## src/rtl/rxf_pkg.sv

```systemverilog
package rxf_pkg;

   // direction of one integrator step
   typedef enum logic [1:0] {
      STEP_UP   = 2'd0,
      STEP_DOWN = 2'd1,
      STEP_PARK = 2'd2
   } step_e;

   // command applied to the output level latch
   typedef enum logic [1:0] {
      LVL_HOLD = 2'd0,
      LVL_SET  = 2'd1,
      LVL_CLR  = 2'd2
   } lvl_cmd_e;

endpackage

```

## src/rtl/rxf_sync.sv

```systemverilog
module rxf_sync #(
   parameter int   STAGES  = 2,
   parameter logic RST_VAL = 1'b1
) (
   input  logic clk,
   input  logic rst,
   input  logic d_async,
   output logic q
);

   generate
      if (STAGES < 2) begin : g_bad_stages
         $error("rxf_sync: STAGES must be at least 2");
      end
   endgenerate

   logic [STAGES-1:0] chain;

   always_ff @(posedge clk) begin
      if (rst) chain <= {STAGES{RST_VAL}};
      else     chain <= {chain[STAGES-2:0], d_async};
   end

   assign q = chain[STAGES-1];

endmodule

```

## src/rtl/rxf_integ.sv

```systemverilog
module rxf_integ
   import rxf_pkg::*;
#(
   parameter int   CNT_W    = 4,
   parameter logic RST_FULL = 1'b1
) (
   input  logic             clk,
   input  logic             rst,
   input  logic             sample,
   output logic [CNT_W-1:0] cnt_nxt
);

   generate
      if (CNT_W < 2 || CNT_W > 16) begin : g_bad_width
         $error("rxf_integ: CNT_W must lie in 2..16");
      end
   endgenerate

   localparam logic [CNT_W-1:0] CNT_MAX  = {CNT_W{1'b1}};
   localparam logic [CNT_W-1:0] CNT_ZERO = '0;
   localparam logic [CNT_W-1:0] CNT_RST  = RST_FULL ? CNT_MAX : CNT_ZERO;

   logic [CNT_W-1:0] cnt_q;
   step_e            step;

   always_comb begin
      if (sample) step = (cnt_q == CNT_MAX)  ? STEP_PARK : STEP_UP;
      else        step = (cnt_q == CNT_ZERO) ? STEP_PARK : STEP_DOWN;
   end

   always_comb begin
      case (step)
         STEP_UP:   cnt_nxt = cnt_q + 1'b1;
         STEP_DOWN: cnt_nxt = cnt_q - 1'b1;
         default:   cnt_nxt = cnt_q;
      endcase
   end

   always_ff @(posedge clk) begin
      if (rst) cnt_q <= CNT_RST;
      else     cnt_q <= cnt_nxt;
   end

   p_no_overflow_r2: assert property (@(posedge clk) disable iff (rst)
      (sample && cnt_q == CNT_MAX) |=> cnt_q == CNT_MAX);

   p_no_underflow_r2: assert property (@(posedge clk) disable iff (rst)
      (!sample && cnt_q == CNT_ZERO) |=> cnt_q == CNT_ZERO);

   p_step_up_r7: assert property (@(posedge clk) disable iff (rst)
      (sample && cnt_q != CNT_MAX) |=> cnt_q == $past(cnt_q) + 1'b1);

   p_step_down_r7: assert property (@(posedge clk) disable iff (rst)
      (!sample && cnt_q != CNT_ZERO) |=> cnt_q == $past(cnt_q) - 1'b1);

endmodule

```

## src/rtl/rxf_latch.sv

```systemverilog
module rxf_latch
   import rxf_pkg::*;
#(
   parameter int   CNT_W   = 4,
   parameter logic RST_LVL = 1'b1,
   parameter bit   STB_EN  = 1'b1
) (
   input  logic             clk,
   input  logic             rst,
   input  logic [CNT_W-1:0] cnt_nxt,
   output logic             lvl,
   output logic             stb
);

   localparam logic [CNT_W-1:0] CNT_MAX  = {CNT_W{1'b1}};
   localparam logic [CNT_W-1:0] CNT_ZERO = '0;

   lvl_cmd_e cmd;
   logic     lvl_d;

   always_comb begin
      if      (cnt_nxt == CNT_MAX)  cmd = LVL_SET;
      else if (cnt_nxt == CNT_ZERO) cmd = LVL_CLR;
      else                          cmd = LVL_HOLD;
   end

   always_comb begin
      case (cmd)
         LVL_SET: lvl_d = 1'b1;
         LVL_CLR: lvl_d = 1'b0;
         default: lvl_d = lvl;
      endcase
   end

   always_ff @(posedge clk) begin
      if (rst) lvl <= RST_LVL;
      else     lvl <= lvl_d;
   end

   generate
      if (STB_EN) begin : g_stb
         logic stb_q;
         always_ff @(posedge clk) begin
            if (rst) stb_q <= 1'b0;
            else     stb_q <= (lvl_d != lvl);
         end
         assign stb = stb_q;

         p_stb_on_change_r8: assert property (@(posedge clk) disable iff (rst)
            (lvl != $past(lvl)) |-> stb);
         p_stb_only_change_r8: assert property (@(posedge clk) disable iff (rst)
            stb |-> (lvl != $past(lvl)));
      end else begin : g_no_stb
         assign stb = 1'b0;
      end
   endgenerate

   p_set_at_full_r4: assert property (@(posedge clk) disable iff (rst)
      (cnt_nxt == CNT_MAX) |=> lvl);

   p_clr_at_zero_r3: assert property (@(posedge clk) disable iff (rst)
      (cnt_nxt == CNT_ZERO) |=> !lvl);

   p_hold_mid_r7: assert property (@(posedge clk) disable iff (rst)
      (cnt_nxt != CNT_ZERO && cnt_nxt != CNT_MAX) |=> $stable(lvl));

endmodule

```

## src/rtl/rx_glitch_integrator.sv

```systemverilog
module rx_glitch_integrator #(
   parameter int CNT_W       = 4,
   parameter int SYNC_STAGES = 2,
   parameter bit IDLE_HIGH   = 1'b1,
   parameter bit EDGE_STB_EN = 1'b1
) (
   input  logic clk,
   input  logic rst,
   input  logic rx_raw,
   output logic rx_filt,
   output logic rx_edge
);

   localparam logic IDLE_LVL = IDLE_HIGH ? 1'b1 : 1'b0;

   logic             rx_sync;
   logic [CNT_W-1:0] cnt_nxt;

   rxf_sync #(
      .STAGES  (SYNC_STAGES),
      .RST_VAL (IDLE_LVL)
   ) u_sync (
      .clk     (clk),
      .rst     (rst),
      .d_async (rx_raw),
      .q       (rx_sync)
   );

   rxf_integ #(
      .CNT_W    (CNT_W),
      .RST_FULL (IDLE_LVL)
   ) u_integ (
      .clk     (clk),
      .rst     (rst),
      .sample  (rx_sync),
      .cnt_nxt (cnt_nxt)
   );

   rxf_latch #(
      .CNT_W   (CNT_W),
      .RST_LVL (IDLE_LVL),
      .STB_EN  (EDGE_STB_EN)
   ) u_latch (
      .clk     (clk),
      .rst     (rst),
      .cnt_nxt (cnt_nxt),
      .lvl     (rx_filt),
      .stb     (rx_edge)
   );

   p_reset_level_r1: assert property (@(posedge clk)
      $past(rst) |-> (rx_filt == IDLE_LVL && !rx_edge));

endmodule

```

## config.mk

```make
export PLATFORM = sky130hd
export DESIGN_NAME = rx_glitch_integrator
export DESIGN_NICKNAME = d
export VERILOG_FILES = /design/src/rtl/rxf_pkg.sv /design/src/rtl/rxf_sync.sv /design/src/rtl/rxf_integ.sv /design/src/rtl/rxf_latch.sv /design/src/rtl/rx_glitch_integrator.sv
export SDC_FILE = /design/constraint.sdc
export NUM_CORES = 1
export LEC_CHECK = 0
export BUFFER_PORTS_ARGS = -buffer_cell sky130_fd_sc_hd__buf_4
export CAP_MARGIN = 20
export CORE_AREA = 2 2 39 41
export DETAILED_ROUTE_END_ITERATION = 10
export DIE_AREA = 0 0 41 43
export GPL_ROUTABILITY_DRIVEN = 0
export GPL_TIMING_DRIVEN = 1
export PLACE_DENSITY = 0.6
export SKIP_CTS_REPAIR_TIMING = 1
export SYNTH_ARGS = -nofsm -noshare
export SYNTH_HDL_FRONTEND = slang
export SYNTH_SLANG_ARGS = --single-unit
```

## constraint.sdc

```tcl
create_clock -name clk -period 2.8 [get_ports clk]
set_clock_uncertainty 0.15 [all_clocks]
set_input_delay 0 -clock clk [delete_from_list [all_inputs] [get_ports clk]]
set_output_delay 0 -clock clk [all_outputs]
set_load 0.05 [all_outputs]
```

==> flow_summary.yaml, run 1 <==
status:
  status: "finished, final reports clean"
clock_network:
  cts_made_buffers: 3
  h-tree-depth: 1
  cts_num_sinks: 8
  clk-insertion-delay-late_ns: 0.25
  cts_tree: "done"
  clock_tree.root_cell: "clkbuf_4"
  cts_max_path_buffers: 2
  path_clk_slew_ns: 0.05
die:
  dieWidth_um: 41
  die_h_um: 43
  die-area_mm2: 0.00176
  core.rowCount: 14
  start_util_pct: 36.3
  num_io_pins: 5
  coreArea_mm2: 0.00138
yosys:
  ys_ff_latch: 8
  syn_inst: 54
  yosysSeqAreaShare_pct: 31.8
  yosys.area.top_type: "dfxtp_1"
  synthTopCellsByArea: "dfxtp_1 32%, a21oi_1 6.0%, ha_1 5.0%, or2_2 5.0%, nor4_4 4.2%"
  synth-main-ff-cell: "dfxtp_1"
  synthTopCellsByCount: "8 x dfxtp_1, 6 x a21oi_1, 5 x nor2_1, 4 x or2_2, 3 x nand2b_1"
  syn_nets: 60
  muxShareOfSynthArea_pct: 0
  yosys.area_share.simple_pct: 31.8
  synth_compound_area_share_pct: 21.9
  synthesis.area_um2: 503
  yosysMostFrequentCell: "dfxtp_1"
  synth_top_family_by_area: "simple AND/OR/NAND/NOR gates"
  avgSynthCellArea_um2: 9.31
  synth-edff-count: 0
  synth_fa_ha_area_share_pct: 8.96
  synth-async-reset-ratio_pct: 0
  ys_types: 30
  synth_xor_area_share_pct: 1.74
  yosys_warnings: 0
  synth.top_cell.area_share_pct: 31.8
global_route:
  grt_overflow: 0
  track_usage_pct: 12.8
  grt_max_degree: 10
  antenna_found_initial: 0
  grt_pass1_vias: 373
  grt_pass1_wl_um: 1520
sta:
  maxSlewViolCount: 0
  fin_crit_ns: 2.49
  period_share_pct: 88.9
  finalSetupViolations: 0
  finalHoldViolations: 0
  grt_setup_unrepaired: "no"
  finalSetupTns_ns: 0
  setup_slack_ns: 0.310
  fmaxAchievable_mhz: 402
  slew_headroom_pct: 74.0
  tightest_slew_ns: 0.390
critical_path:
  cp-start-kind: "flip-flop"
  crit_arrival_ns: 2.47
  crit_path_max_fanout: 9
  cp_data_required_time_ns: 2.78
  cp-end-kind: "flip-flop"
  crit_type: "flip-flop to flip-flop"
placement:
  place_ws_ns: 0.301
  numPortBuffers: 4
  hpwl_um: 644
final_layout:
  n_antenna_cell: 0
  syn_to_final_growth_pct: 17.4
  n_fill_cell: 140
  utilization_pct: 42.7
  layout-drive-gt1-share_pct: 24.2
  fin_nets: 70
pwr:
  ir_drop_v: 0.000520
  p_leak_nw: 0.232
  power_density_mw_per_mm2: 1180
drt:
  ant_nets: 0
  first_pass_iters: 2
  avgRoutedWirePerCell_um: 11.0
  drc: 0
  vias: 395
  first_iter_violations: 5
  wl_um: 855
  viasPerCell: 5.06
hold_path:
  hold_path.class: "flip-flop to flip-flop"
job:
  cap_violations: 0
==> metrics by stage <==
stage                     hold slack, ns  area (um^2)  power, mW  instances
final                              0.254          591      0.700         78
after global routing               0.263          591      0.773         78
after CTS                         -0.216          561      0.706         75
after detailed placement          0.0398          538      0.614         72
after global placement            0.0401          538      0.616         72
after floorplan                  -0.0556          503      0.550         54
==> worst max-delay path: stages, from the launching register on <==
cell	delay, ns
dfxtp_1	0.42
nor4_4	0.35
nor2_1	0.13
fa_1	0.39
xnor2_1	0.29
a41oi_2	0.16
nand3b_1	0.19
a211o_1	0.29
==> area by class of cell <==
type / instances / area (um^2) / share of cell area [%]
Multi-Input combinational cell: 43 / 324 / 54.9
Sequential cell: 8 / 160 / 27.1
Timing Repair Buffer: 7 / 60.1 / 10.2
Clock buffer: 3 / 22.5 / 3.81
Tap cell: 16 / 20.0 / 3.39
Inverter: 1 / 3.75 / 0.636
==> power breakdown <==
group          switching, mW  total (mW)  internal (mW)
logic                  0.209       0.390          0.181
clock network         0.0365      0.0854         0.0489
registers             0.0708       0.225          0.154
total                  0.316       0.700          0.383
==> final timing paths <==
kind,slack (ns),endpoint,start,cells after the start
worst max-delay path,0.31,u_latch.lvl$_SDFF_PP1_,u_integ.cnt_q[0]$_SDFF_PP1_,7
worst min-delay path,0.25,u_sync.chain[1]$_SDFF_PP1_,u_sync.chain[0]$_SDFF_PP1_,1
worst max register to register,0.31,u_latch.lvl$_SDFF_PP1_,u_integ.cnt_q[0]$_SDFF_PP1_,7
worst min register to register,0.25,u_sync.chain[1]$_SDFF_PP1_,u_sync.chain[0]$_SDFF_PP1_,1
==> layer usage <==
| layer | global-route usage (%) | part of all wire, % | vias to the layer above |
|---|---|---|---|
| li1 | - | - | 214 |
| met1 | 17.6 | 51 | 176 |
| met2 | 17.2 | 45 | 5 |
| met3 | 7.85 | 4.0 | 0 |
| met4 | 2.00 | 0 | 0 |
| met5 | 0 | 0 | - |
==> layout by cell type, fill, tap and decap left out, drive strengths merged, types with 2 or more instances in the layout <==
| master | Yosys | final |
|---|---|---|
| nand3 | 2 | 2 |
| dfxtp | 8 | 8 |
| a211oi | 2 | 2 |
| or2 | 4 | 4 |
| buf | 1 | 4 |
| nand3b | 2 | 2 |
| dlygate4sd3 | 0 | 3 |
| nand2b | 3 | 3 |
| nor2 | 5 | 5 |
| clkbuf | 1 | 3 |
| ha | 2 | 2 |
| a21oi | 6 | 6 |
==> flip-flops by register name, summed over array words and instances, names as in the netlist <==
signal         flops
u_integ.cnt_q      4
u_sync.chain       2
u_latch.stb        1
u_latch.lvl        1
==> cells by family (layout without fill, tap and decap cells) <==
| group | Yosys count | after routing |
|---|---|---|
| simple gates | 24 | 24 |
| compound gates | 15 | 15 |
| flops | 8 | 8 |
| fa+ha+maj | 3 | 3 |
| buf+inv | 3 | 11 |
| xor+xnor | 1 | 1 |
Power figures use the tool's default switching activity.
==> run 2: changes to the inputs <==
Settings changed: CELL_PAD_IN_SITES_DETAIL_PLACEMENT from default to 1, CELL_PAD_IN_SITES_GLOBAL_PLACEMENT from default to 1, PLACE_DENSITY 0.6 to 0.73, SLEW_MARGIN from default to 20.
==> flow_summary.yaml, run 2 (same netlist as run 1, synthesis figures left out) <==
sta:
  tightest_slew_ns: 0.343
  maxSlewViolCount: 0
  period_share_pct: 89.2
  finalSetupTns_ns: 0
  fmaxAchievable_mhz: 401
  grt_setup_unrepaired: "no"
  slew_headroom_pct: 77.0
  finalHoldViolations: 0
  fin_crit_ns: 2.50
  finalSetupViolations: 0
critical_path:
  slowest_stage: "dfxtp_1"
  path_cells: "nor4_4 -> nor2_1 -> fa_1 -> xnor2_1 -> a41oi_2 -> nand3b_1 -> a211o_1"
  cp-start-kind: "flip-flop"
  cp-end-kind: "flip-flop"
  crit_arrival_ns: 2.49
  crit_path_max_fanout: 5
  crit_type: "flip-flop to flip-flop"
  cp_data_required_time_ns: 2.80
  slowest_delay_ns: 0.39
drt:
  vias: 422
  avgRoutedWirePerCell_um: 13.7
  wl_um: 1080
  ant_nets: 0
  drc: 0
  first_pass_iters: 4
  first_iter_violations: 4
  viasPerCell: 5.34
final_layout:
  final_cell_mix: "8 x dfxtp_1, 6 x a21oi_1, 5 x nor2_1, 5 x buf_4, 4 x or2_2"
  n_antenna_cell: 0
  syn_to_final_growth_pct: 18.9
  layout-drive-gt1-share_pct: 25.4
  max_flop_register: "u_integ.cnt_q"
  design_area_um2: 598
  largest_register_ffs: 4
  fin_nets: 71
  layout_commonest_cell: "dfxtp_1"
  top_regs: "u_integ.cnt_q (4), u_sync.chain (2)"
global_route:
  track_usage_pct: 16.9
  grt_overflow: 0
  grt_pass1_vias: 413
  grt_max_degree: 10
  grt_pass1_wl_um: 1880
  antenna_found_initial: 0
pwr:
  switchingPower_mw: 0.337
  intPower_mw: 0.393
  swShare_pct: 46.1
  ir_drop_v: 0.000506
  seqPwrFrac_pct: 29.0
  clkPwrFrac_pct: 12.3
  power_density_mw_per_mm2: 1220
  pwr-share-comb_pct: 58.6
  p_leak_nw: 0.237
clock_network:
  cts_num_sinks: 8
  path_clk_slew_ns: 0.05
  clk-insertion-delay-late_ns: 0.26
  cts_made_buffers: 3
  clock_tree.root_cell: "clkbuf_4"
  cts_tree: "done"
  cts_max_path_buffers: 2
  h-tree-depth: 1
die:
  die-area_mm2: 0.00176
  core.rowCount: 14
  num_io_pins: 5
  coreArea_mm2: 0.00138
  dieWidth_um: 41
  die_h_um: 43
  start_util_pct: 36.3
placement:
  hpwl_um: 784
  place_area_um2: 546
  numPortBuffers: 4
job:
  cap_violations: 0
status:
  status: "finished, final reports clean"
hold_path:
  hold_path.class: "flip-flop to flip-flop"
[run 2: cell count changes in the layout (fill, tap and decap cells not counted), sizes merged]
cell	change
buf	+1
[run 2: path summary, 6_finish.rpt]
kind | start | end | slack (ns) | cells past startpoint
hold / removal | u_sync.chain[0]$_SDFF_PP1_ | u_sync.chain[1]$_SDFF_PP1_ | 0.26 | 1
setup / recovery | u_integ.cnt_q[1]$_SDFF_PP1_ | u_latch.lvl$_SDFF_PP1_ | 0.30 | 7
setup reg to reg | u_integ.cnt_q[1]$_SDFF_PP1_ | u_latch.lvl$_SDFF_PP1_ | 0.30 | 7
hold reg to reg | u_sync.chain[0]$_SDFF_PP1_ | u_sync.chain[1]$_SDFF_PP1_ | 0.26 | 1
[run 2: critical path, delay by kind of cell (launching register included)]
kind	cells	cell delay, ns
AND/OR/NAND/NOR	3	0.66
AO/OA/AOI/OAI	2	0.46
flip-flops	1	0.39
adder cells (fa/ha/maj)	1	0.39
XOR/XNOR	1	0.33
[run 2: final cells by class]
class / instances / area [um^2]
fill: 160 / 786
multi-input combinational: 43 / 324
sequential: 8 / 160
timing repair buffer: 8 / 67.6
clock buffer: 3 / 22.5
tap: 16 / 20.0
inverter: 1 / 3.75
[run 2: stage by stage]
step                setup slack (ns)  power (mW)  hold WS, ns  instances  util [%]
floorplan                      0.473       0.550      -0.0556         54         -
global placement               0.330       0.631       0.0364         73      39.4
detailed placement             0.303       0.637       0.0378         73      39.4
CTS                            0.277       0.734       -0.235         76      41.0
global route                  0.0629       0.803        0.281         79      43.2
finish                         0.304       0.730        0.259         79      43.2
[run 2: layer usage]
| layer | vias to the layer above | part of all wire (%) | global-route usage, % | wire length [um] |
|---|---|---|---|---|
| met1 | 200 | 46 | 20.5 | 503 |
| met5 | - | 0 | 0 | 0 |
| li1 | 213 | - | - | - |
| met4 | 0 | 3.0 | 10.0 | 33 |
| met2 | 5 | 46 | 22.5 | 502 |
| met3 | 4 | 4.0 | 9.42 | 43 |
[run 2: power groups by stage]
stage                     clock network [mW]  registers, mW  logic (mW)
final                                 0.0899          0.212       0.428
after global routing                   0.102          0.221       0.480
after CTS                             0.0942          0.213       0.426
after detailed placement                   0          0.216       0.421
after global placement                     0          0.212       0.419
after floorplan                            0          0.232       0.319
==> run 3: changes to the inputs <==
Settings changed: PLACE_DENSITY 0.73 to 0.68.
==> flow_summary.yaml, run 3 (same netlist as run 1, synthesis figures left out) <==
clock_network:
  cts_tree: "done"
  clock_tree.root_cell: "clkbuf_4"
  cts_made_buffers: 3
  path_clk_slew_ns: 0.05
  cts_num_sinks: 8
  h-tree-depth: 1
  cts_max_path_buffers: 2
  clk-insertion-delay-late_ns: 0.25
sta:
  tightest_slew_ns: 0.320
  fin_crit_ns: 2.50
  maxSlewViolCount: 0
  period_share_pct: 89.2
  fmaxAchievable_mhz: 400
  slew_headroom_pct: 78.6
  grt_setup_unrepaired: "no"
  finalSetupTns_ns: 0
  finalHoldViolations: 0
  finalSetupViolations: 0
critical_path:
  cp-end-kind: "flip-flop"
  rr_startpoint: "u_integ.cnt_q[1]$_SDFF_PP1_"
  cp_data_required_time_ns: 2.79
  ff2ff_path_depth: 8
  crit_arrival_ns: 2.49
  rr_endpoint: "u_latch.lvl$_SDFF_PP1_"
  cp-start-kind: "flip-flop"
  crit_type: "flip-flop to flip-flop"
  reg2reg_slack_ns: 0.30
  crit_path_max_fanout: 5
final_layout:
  final_cell_mix: "8 x dfxtp_1, 6 x a21oi_1, 5 x nor2_1, 5 x buf_4, 4 x or2_2"
  layout-drive-gt1-share_pct: 25.4
  fin_nets: 71
  design_area_um2: 598
  layout_commonest_cell: "dfxtp_1"
  top_regs: "u_integ.cnt_q (4), u_sync.chain (2)"
  max_flop_register: "u_integ.cnt_q"
  largest_register_ffs: 4
  syn_to_final_growth_pct: 18.9
  n_antenna_cell: 0
die:
  num_io_pins: 5
  die_h_um: 43
  start_util_pct: 36.3
  die-area_mm2: 0.00176
  core.rowCount: 14
  coreArea_mm2: 0.00138
  dieWidth_um: 41
global_route:
  antenna_found_initial: 0
  grt_overflow: 0
  track_usage_pct: 14.4
  grt_max_degree: 10
  grt_pass1_vias: 405
  grt_pass1_wl_um: 1700
hold_path:
  hold_path_end: "u_sync.chain[1]$_SDFF_PP1_"
  hold_depth: 1
  holdCritStartpoint: "u_sync.chain[0]$_SDFF_PP1_"
  hold_path.class: "flip-flop to flip-flop"
drt:
  viasPerCell: 5.28
  drc: 0
  vias: 417
  ant_nets: 0
  first_iter_violations: 4
  wl_um: 1090
  avgRoutedWirePerCell_um: 13.7
  first_pass_iters: 2
pwr:
  p_leak_nw: 0.237
  ir_drop_v: 0.000474
  power_density_mw_per_mm2: 1230
status:
  status: "finished, final reports clean"
placement:
  numPortBuffers: 4
  place_area_um2: 546
  hpwl_um: 781
job:
  cap_violations: 0
-- run 3: how the worst max path moves through the flow --
stage | startpoint | to | slack, ns
after floorplan | u_integ.cnt_q[0]$_SDFF_PP1_ | u_latch.lvl$_SDFF_PP1_ | 0.47
after global placement | u_integ.cnt_q[1]$_SDFF_PP1_ | u_latch.lvl$_SDFF_PP1_ | 0.36
after detailed placement | u_integ.cnt_q[1]$_SDFF_PP1_ | u_latch.lvl$_SDFF_PP1_ | 0.33
after CTS | u_integ.cnt_q[1]$_SDFF_PP1_ | u_latch.lvl$_SDFF_PP1_ | 0.29
after global routing | u_integ.cnt_q[1]$_SDFF_PP1_ | u_latch.lvl$_SDFF_PP1_ | 0.10
final | u_integ.cnt_q[1]$_SDFF_PP1_ | u_latch.lvl$_SDFF_PP1_ | 0.30
-- run 3: area by class of cell --
class | instances | area [um^2]
well taps | 16 | 20.0
inverters | 1 | 3.75
fillers | 165 | 786
multi-input cells | 43 | 324
flip-flops and latches | 8 | 160
repair buffers | 8 | 67.6
clock buffers | 3 | 22.5
-- run 3: per-stage QoR --
| stage | cells | util [%] | setup WS [ns] | power [mW] | hold slack, ns |
|---|---|---|---|---|---|
| 2_1_floorplan | 54 | - | 0.473 | 0.550 | -0.0556 |
| 3_3_place_gp | 73 | 39.4 | 0.356 | 0.635 | 0.0359 |
| 3_5_place_dp | 73 | 39.4 | 0.326 | 0.641 | 0.0393 |
| 4_1_cts | 76 | 41.0 | 0.292 | 0.734 | -0.217 |
| 5_1_grt | 79 | 43.2 | 0.104 | 0.795 | 0.270 |
| 6_report | 79 | 43.2 | 0.302 | 0.733 | 0.255 |
-- run 3: critical path, stage by stage, from the launching register on --
cell      delay, ns
dfxtp_1        0.38
nor4_4         0.35
nor2_1         0.13
ha_1           0.38
a21oi_1        0.18
a22oi_1        0.12
a211oi_2       0.28
a21oi_1        0.15
a211o_1        0.28
-- run 3: routing by layer --
| metal | track usage, % | share of wire (%) |
|---|---|---|
| met3 | 6.28 | 4.2 |
| met5 | 0 | 0 |
| met2 | 20.9 | 44 |
| met1 | 19.7 | 51 |
| met4 | 2.00 | 0 |
-- run 3: power breakdown --
group / total (mW) / internal, mW / switching (mW)
logic: 0.434 / 0.190 / 0.245
clock network: 0.0854 / 0.0489 / 0.0365
registers: 0.213 / 0.154 / 0.0594
total: 0.733 / 0.392 / 0.341
